File: src/rtl/fmcap_pkg.sv
package fmcap_pkg;
  localparam int BYTE_W = 8;
  localparam logic [BYTE_W-1:0] CODE_SHORT = 8'd122;
  localparam logic [BYTE_W-1:0] CODE_LONG  = 8'd123;
  localparam logic [1:0] HW_SINGLE = 2'd0;
  localparam logic [1:0] HW_DUAL   = 2'd1;
  localparam logic [1:0] HW_QUAD   = 2'd2;

  typedef enum logic [1:0] {ST_IDLE, ST_LOOK, ST_EMIT} enc_state_t;
endpackage

File: src/rtl/fmcap_code_map.sv
module fmcap_code_map (
  input  logic [7:0] reg_lo,
  output logic       hit,
  output logic [6:0] code
);
  logic [4:0] off;
  logic [6:0] slot7, kind7, chan7;

  always_comb begin
    hit   = 1'b0;
    code  = 7'd0;
    off   = reg_lo[4:0];
    slot7 = {5'd0, off[4:3]} * 7'd6 + {4'd0, off[2:0]};
    chan7 = {3'd0, reg_lo[3:0]};
    kind7 = 7'd0;
    case (reg_lo)
      8'h01: begin hit = 1'b1; code = 7'd0; end
      8'h04: begin hit = 1'b1; code = 7'd1; end
      8'h05: begin hit = 1'b1; code = 7'd2; end
      8'h08: begin hit = 1'b1; code = 7'd3; end
      8'hBD: begin hit = 1'b1; code = 7'd4; end
      default: begin
        // operator group: 5 registers per operator slot
        if (off < 5'd24 && off[2:0] < 3'd6) begin
          case (reg_lo[7:5])
            3'd1: begin hit = 1'b1; kind7 = 7'd0; end
            3'd2: begin hit = 1'b1; kind7 = 7'd1; end
            3'd3: begin hit = 1'b1; kind7 = 7'd2; end
            3'd4: begin hit = 1'b1; kind7 = 7'd3; end
            3'd7: begin hit = 1'b1; kind7 = 7'd4; end
            default: hit = 1'b0;
          endcase
          code = 7'd5 + slot7 * 7'd5 + kind7;
        end
        // channel group: 3 registers per channel
        if (reg_lo[3:0] <= 4'd8) begin
          case (reg_lo[7:4])
            4'hA: begin hit = 1'b1; code = 7'd95 + chan7 * 7'd3; end
            4'hB: begin hit = 1'b1; code = 7'd96 + chan7 * 7'd3; end
            4'hC: begin hit = 1'b1; code = 7'd97 + chan7 * 7'd3; end
            default: ;
          endcase
        end
      end
    endcase
  end
endmodule

File: src/rtl/fmcap_shadow_ram.sv
module fmcap_shadow_ram #(
  parameter int AW = 9,
  parameter int DW = 8
) (
  input  logic          clk,
  input  logic          we,
  input  logic [AW-1:0] waddr,
  input  logic [DW-1:0] wdata,
  input  logic [AW-1:0] raddr,
  output logic [DW-1:0] rdata
);
  localparam int DEPTH = 1 << AW;
  logic [DW-1:0] mem [DEPTH];

  initial begin
    for (int i = 0; i < DEPTH; i++) mem[i] = '0;
  end

  always_ff @(posedge clk) begin
    if (we) mem[waddr] <= wdata;
    rdata <= mem[raddr];
  end
endmodule

File: src/rtl/fmcap_delay_split.sv
module fmcap_delay_split #(
  parameter int GAP_W = 15
) (
  input  logic [GAP_W-1:0] gap,
  output logic             long_en,
  output logic [7:0]       long_val,
  output logic             short_en,
  output logic [7:0]       short_val
);
  logic [GAP_W-1:0] hi_m1, all_m1;
  logic [7:0]       rem;

  always_comb begin
    hi_m1     = (gap >> 8) - GAP_W'(1);
    all_m1    = gap - GAP_W'(1);
    rem       = gap[7:0];
    long_en   = 1'b0;
    long_val  = 8'd0;
    short_en  = 1'b0;
    short_val = 8'd0;
    if (gap == '0) begin
      short_en = 1'b0;
    end else if (gap <= GAP_W'(256)) begin
      short_en  = 1'b1;
      short_val = all_m1[7:0];
    end else begin
      long_en   = 1'b1;
      long_val  = hi_m1[7:0];
      short_en  = (rem != 8'd0);
      short_val = rem - 8'd1;
    end
  end
endmodule

File: src/rtl/fmcap_encoder.sv
module fmcap_encoder #(
  parameter int ADDR_W   = 9,
  parameter int LIMIT_MS = 30000
) (
  input  logic                          clk,
  input  logic                          rst,
  input  logic                          arm_i,
  input  logic                          tick_i,
  input  logic                          wr_valid_i,
  output logic                          wr_ready_o,
  input  logic [ADDR_W-1:0]             wr_addr_i,
  input  logic [fmcap_pkg::BYTE_W-1:0]  wr_data_i,
  output logic                          out_valid_o,
  input  logic                          out_ready_i,
  output logic [fmcap_pkg::BYTE_W-1:0]  out_byte_o,
  output logic                          capturing_o,
  output logic [1:0]                    hw_type_o
);
  import fmcap_pkg::*;

  localparam int GAP_W = $clog2(LIMIT_MS + 2);
  localparam logic [GAP_W-1:0] GAP_LIMIT = GAP_W'(LIMIT_MS);
  localparam logic [GAP_W-1:0] GAP_SAT   = GAP_W'(LIMIT_MS + 1);
  localparam logic [ADDR_W-1:0] A_QUAD_EN = ADDR_W'(9'h104);
  localparam logic [ADDR_W-1:0] A_NEWMODE = ADDR_W'(9'h105);
  localparam logic [ADDR_W-1:0] A_KEY2_LO = ADDR_W'(9'h1B0);
  localparam logic [ADDR_W-1:0] A_KEY2_HI = ADDR_W'(9'h1B8);

  enc_state_t        st_q;
  logic [ADDR_W-1:0] addr_q;
  logic [BYTE_W-1:0] data_q, old_val;
  logic [GAP_W-1:0]  gap_q;
  logic              cap_q, quad_q;
  logic [1:0]        hw_q;
  logic              long_en_q, short_en_q;
  logic [7:0]        long_val_q, short_val_q, cmd_q;
  logic [2:0]        slot_q, slot_nxt;
  logic [7:0]        out_byte_q;
  logic              out_valid_q;

  logic       look, map_hit;
  logic [6:0] map_code;
  logic       sp_long, sp_short;
  logic [7:0] sp_long_val, sp_short_val, cmd_byte;
  logic [7:0] lo;
  logic       is_trig, act, loggable, expired, log_now, trig_ok, emit, cap_d;
  logic       lng, sht;
  logic [1:0] hw_base, hw_d;
  logic [2:0] first_slot;

  function automatic logic [7:0] pick(input logic [2:0] s, input logic [7:0] lv,
                                      input logic [7:0] sv, input logic [7:0] cb,
                                      input logic [7:0] cv);
    case (s)
      3'd0:    pick = CODE_LONG;
      3'd1:    pick = lv;
      3'd2:    pick = CODE_SHORT;
      3'd3:    pick = sv;
      3'd4:    pick = cb;
      default: pick = cv;
    endcase
  endfunction

  assign look = (st_q == ST_LOOK);

  fmcap_shadow_ram #(.AW(ADDR_W), .DW(BYTE_W)) u_shadow (
    .clk(clk), .we(look), .waddr(addr_q), .wdata(data_q),
    .raddr(wr_addr_i), .rdata(old_val)
  );

  fmcap_code_map u_map (.reg_lo(addr_q[7:0]), .hit(map_hit), .code(map_code));

  fmcap_delay_split #(.GAP_W(GAP_W)) u_split (
    .gap(gap_q), .long_en(sp_long), .long_val(sp_long_val),
    .short_en(sp_short), .short_val(sp_short_val)
  );

  always_comb begin
    lo       = addr_q[7:0];
    cmd_byte = {addr_q[ADDR_W-1], map_code};
    is_trig  = ((lo >= 8'hB0) && (lo <= 8'hB8) && data_q[5]) ||
               ((lo == 8'hBD) && (data_q[5:0] > 6'h20));
    act      = cap_q && arm_i;
    loggable = act && map_hit && (old_val != data_q);
    expired  = gap_q > GAP_LIMIT;
    log_now  = loggable && !expired;
    trig_ok  = arm_i && is_trig && (!act || (loggable && expired));
    emit     = log_now || trig_ok;
    if (!arm_i)                    cap_d = 1'b0;
    else if (emit)                 cap_d = 1'b1;
    else if (loggable && expired)  cap_d = 1'b0;
    else                           cap_d = cap_q;
    hw_base = trig_ok ? HW_SINGLE : hw_q;
    hw_d    = hw_base;
    if (addr_q == A_QUAD_EN && data_q != '0 && quad_q)
      hw_d = HW_QUAD;
    else if (hw_base == HW_SINGLE && addr_q >= A_KEY2_LO && addr_q <= A_KEY2_HI && data_q != '0)
      hw_d = HW_DUAL;
    lng = log_now && sp_long;
    sht = log_now && sp_short;
    first_slot = lng ? 3'd0 : (sht ? 3'd2 : 3'd4);
    case (slot_q)
      3'd1:    slot_nxt = short_en_q ? 3'd2 : 3'd4;
      3'd3:    slot_nxt = 3'd4;
      default: slot_nxt = slot_q + 3'd1;
    endcase
  end

  always_ff @(posedge clk) begin
    if (rst) begin
      st_q        <= ST_IDLE;
      addr_q      <= '0;
      data_q      <= '0;
      gap_q       <= '0;
      cap_q       <= 1'b0;
      quad_q      <= 1'b0;
      hw_q        <= HW_SINGLE;
      long_en_q   <= 1'b0;
      short_en_q  <= 1'b0;
      long_val_q  <= '0;
      short_val_q <= '0;
      cmd_q       <= '0;
      slot_q      <= '0;
      out_byte_q  <= '0;
      out_valid_q <= 1'b0;
    end else begin
      if (look && emit)                    gap_q <= tick_i ? GAP_W'(1) : '0;
      else if (tick_i && gap_q < GAP_SAT)  gap_q <= gap_q + GAP_W'(1);
      case (st_q)
        ST_IDLE: if (wr_valid_i) begin
          addr_q <= wr_addr_i;
          data_q <= wr_data_i;
          st_q   <= ST_LOOK;
        end
        ST_LOOK: begin
          cap_q       <= cap_d;
          if (emit) hw_q <= hw_d;
          if (addr_q == A_NEWMODE) quad_q <= (data_q != '0);
          long_en_q   <= lng;
          short_en_q  <= sht;
          long_val_q  <= sp_long_val;
          short_val_q <= sp_short_val;
          cmd_q       <= cmd_byte;
          if (emit) begin
            slot_q      <= first_slot;
            out_byte_q  <= pick(first_slot, sp_long_val, sp_short_val, cmd_byte, data_q);
            out_valid_q <= 1'b1;
            st_q        <= ST_EMIT;
          end else begin
            st_q <= ST_IDLE;
          end
        end
        default: if (out_ready_i) begin
          if (slot_q == 3'd5) begin
            out_valid_q <= 1'b0;
            st_q        <= ST_IDLE;
          end else begin
            slot_q     <= slot_nxt;
            out_byte_q <= pick(slot_nxt, long_val_q, short_val_q, cmd_q, data_q);
          end
        end
      endcase
    end
  end

  assign wr_ready_o  = (st_q == ST_IDLE);
  assign out_valid_o = out_valid_q;
  assign out_byte_o  = out_byte_q;
  assign capturing_o = cap_q;
  assign hw_type_o   = hw_q;
endmodule

File: config.mk
export PLATFORM = sky130hd
export DESIGN_NAME = fmcap_encoder
export DESIGN_NICKNAME = d
export VERILOG_FILES = /design/src/rtl/fmcap_pkg.sv /design/src/rtl/fmcap_code_map.sv /design/src/rtl/fmcap_shadow_ram.sv /design/src/rtl/fmcap_delay_split.sv /design/src/rtl/fmcap_encoder.sv
export SDC_FILE = /design/constraint.sdc
export NUM_CORES = 2
export LEC_CHECK = 0
export ABC_AREA = 0
export BUFFER_PORTS_ARGS = -buffer_cell sky130_fd_sc_hd__buf_2
export CAP_MARGIN = 20
export CORE_MARGIN = 2
export CORE_UTILIZATION = 39
export DETAILED_ROUTE_END_ITERATION = 6
export GPL_TIMING_DRIVEN = 0
export PLACE_DENSITY_LB_ADDON = 0.08
export SLEW_MARGIN = 20
export SYNTH_ARGS = -nofsm -noshare
export SYNTH_HDL_FRONTEND = slang
export SYNTH_SLANG_ARGS = --single-unit
export TNS_END_PERCENT = 10
File: constraint.sdc
create_clock -name clk -period 10.9 [get_ports clk]
set_input_delay 0.545 -clock clk [delete_from_list [all_inputs] [get_ports clk]]
set_output_delay 0.545 -clock clk [all_outputs]
set_load 0.05 [all_outputs]
==> flow_metrics.py <==
metrics = {
    "setup_path": {
        "critPathSlowestCell": "nor2_1",
        "startpoint_type": "register",
        "worst-path-buf-inv": 3,
        "cp_slowest_stage_delay_ns": 1.06,
        "worst-path-max-fanout": 10,
        "crit_type": "register to register",
        "path_cells": "clkbuf_1 > and2_1 > clkbuf_1 > nand2_1 > clkbuf_1 > nor2_1",
        "end_kind": "register",
        "path_delay_family": "buffers and inverters",
        "critPathRequiredTime_ns": 11.53,
        "critPathArrivalTime_ns": 6.02,
        "crit_top_cell": "clkbuf_1",
    },
    "global_routing": {
        "grt_max_degree": 73,
        "grt_pass1_vias": 86100,
        "gr-usage-met2_pct": 42.2,
        "top_usage_layer": "met2",
        "met3_usage_pct": 6.30,
        "grt_pass1_wl_mm": 781,
        "gr-total-overflow": 0,
        "use_met1_pct": 38.1,
        "antenna_found_initial": 74,
        "track_usage_pct": 27.6,
    },
    "power": {
        "finalPower_uw": 34900,
        "power.switching_uw": 8020,
        "seqPwrFrac_pct": 50.7,
        "intPower_uw": 26900,
        "p_per_area_nw_per_um2": 185,
        "p_leak_uw": 0.0564,
        "p_sw_share_pct": 22.9,
        "clkPwrFrac_pct": 43.4,
        "ir_drop_uv": 142,
        "comb_power_share_pct": 6.0,
    },
    "clock_tree": {
        "cts_tree": "built",
        "h-tree-depth": 5,
        "clk_pin_slew_worst_paths_ns": 0.06,
        "post_cts_buffers": 0,
        "cts_resized": 0,
        "clock_path_buffers": 4,
        "cts_made_buffers": 443,
        "root_buffer": "clkbuf_16",
        "clkSinkCount": 4179,
        "postCtsHoldBufs": 21,
        "clkLatencyLatePin_ns": 1.02,
    },
    "yosys": {
        "synth-async-reset-ratio_pct": 0,
        "ys_top_cells_by_area": "edfxtp_1 75%, mux4_2 14%, nor2_1 1.9%, mux2i_1 1.7%, dfxtp_1 1.0%",
        "synth-seq-cells": 4179,
        "synth.cell_area_um2": 163000,
        "post-synth-top-count-cell": "edfxtp_1",
        "synth_warnings": 0,
        "yosys_most_used_dff": "edfxtp_1",
        "syn_inst": 8022,
        "synth_commonest_cells": "4096 x edfxtp_1, 1025 x mux4_2, 805 x nor2_1, 317 x clkbuf_1, 270 x mux2i_1",
        "synth_top_area_share_pct": 75.4,
        "synth_top_cell_by_area": "edfxtp_1",
        "synth-seq-area-share_pct": 76.4,
        "synth_area_per_cell_um2": 20.3,
        "synth_cell_types": 80,
        "synth_edf_count": 4096,
        "syn_nets": 8098,
    },
    "routing": {
        "post-route-drc-count": 0,
        "num_vias": 87800,
        "dr.pass1.iters": 6,
        "wl_mm": 593,
        "drtIter0Drc": 13200,
        "viasPerCell": 6.02,
        "ant_nets": 0,
        "wl_per_cell_um": 40.7,
    },
    "outcome": {
        "status": "completed",
    },
    "timing": {
        "rsz0062_at_grt": "no",
        "tns_ns": 0,
        "fmax_mhz": 186,
        "fin_skew_ns": 0.0485,
        "finalCritPeriodShare_pct": 49.4,
        "worst_hold_slack_ns": 0.106,
        "min_period_ns": 5.39,
        "worst_slack_ns": 5.51,
        "relSlewSlack_pct": 13.1,
        "finalHoldViolCount": 0,
        "slew_viol_final": 0,
        "setup_violations": 0,
        "worst-slew-pin-transition_ns": 1.30,
    },
    "placed_design": {
        "dp_hpwl_mm": 429,
        "dp_slack_ns": 5.07,
        "io_buffers": 32,
        "routabilityCongestion": 0.953,
        "placed_area_um2": 174000,
    },
    "floorplan": {
        "die_w_um": 651,
        "ios": 36,
        "die_area_um2": 424000,
        "row_count": 237,
        "initial_core_util_pct": 39.2,
        "core_um2": 417000,
        "die_h_um": 651,
    },
    "layout": {
        "area_delta_synth_final_pct": 15.8,
        "drive_gt1_share_pct": 24.4,
        "nets": 8751,
        "fin_area_um2": 189000,
    },
    "hold_path": {
        "hold_class": "primary input to register",
    },
    "job": {
        "drv_cap": 0,
    },
}
cells in the final DEF, fill, tap and decap left out, types with 79 or more instances in the layout:
master	netlist	routed
a211oi_1	96	96
a21oi_1	128	128
buf_16	0	79
buf_2	122	179
clkbuf_1	317	271
clkbuf_16	0	446
clkbuf_2	2	126
clkinv_1	1	109
clkinv_2	0	95
edfxtp_1	4096	4096
mux2i_1	270	269
mux4_2	1025	1025
nand2_1	214	214
nand3_1	117	115
nor2_1	805	784
o21ai_0	150	150
o22ai_1	102	102
registers in the layout, summed over array words and instances (netlist names), 3 cells and up:
| name | count |
|---|---|
| long_val_q | 8 |
| out_byte_o | 8 |
| gap_q | 15 |
| u_shadow.rdata | 8 |
| addr_q | 9 |
| slot_q | 3 |
| cmd_q | 8 |
| data_q | 8 |
| u_shadow.mem | 4096 |
| short_val_q | 8 |
cells by family after synthesis:
| family | count (synthesis) | share of synthesized area, % |
|---|---|---|
| adder cells (fa/ha/maj) | 53 | 0.425 |
| multiplexers | 1313 | 15.9 |
| XOR/XNOR | 46 | 0.255 |
| AND/OR/NAND/NOR | 1282 | 3.30 |
| AO/OA/AOI/OAI | 613 | 2.37 |
| buffers and inverters | 536 | 1.33 |
| flip-flops | 4179 | 76.4 |
stage by stage:
step           utilization [%]  instances
3_5_place_dp              41.8      13700
6_report                  45.3      14600
5_1_grt                   45.3      14600
2_1_floorplan                -       8022
4_1_cts                   45.3      14600
3_3_place_gp              40.9      13600
power groups by stage:
| stage | combinational [uW] | clock, uW | sequential (uW) |
|---|---|---|---|
| 6_report | 2090 | 15100 | 17700 |
| 4_1_cts | 2070 | 15300 | 17700 |
| 3_3_place_gp | 1660 | 0 | 18600 |
| 3_5_place_dp | 2060 | 0 | 18000 |
| 2_1_floorplan | 843 | 0 | 18300 |
| 5_1_grt | 2130 | 15900 | 17700 |
final cells by class:
type                            instances  area (um2)
Antenna cell                           27        67.6
Buffer                                501        2270
Clock buffer                          542       11600
Clock inverter                        291        2820
Fill cell                           35300      228000
Inverter                               35         131
Multi-Input combinational cell       3307       36400
Sequential cell                      4179      125000
Tap cell                             5497        6880
Timing Repair Buffer                  208        4020
routing by layer:
layer  wire length [um]  up-vias
li1                   -    34400
met1             239000    47900
met2             271000     4553
met3              54300      956
met4              28400       20
met5                647        -
final timing paths:
check	start	to	slack, ns	cells past startpoint
setup / recovery	addr_q[8]	u_shadow.mem[432][0]	5.51	6
hold / removal	wr_addr_i[7]	addr_q[7]	0.11	3
hold reg to reg	cmd_q[7]	cmd_q[7]	0.46	2
setup reg to reg	addr_q[8]	u_shadow.mem[432][0]	5.51	6
worst min-delay path, delay by kind of cell:
kind            cells  cell delay (ns)
buf+inv             1             0.28
simple gates        1             0.13
compound gates      1             0.07
No activity file was read; power rests on OpenSTA's default activity.
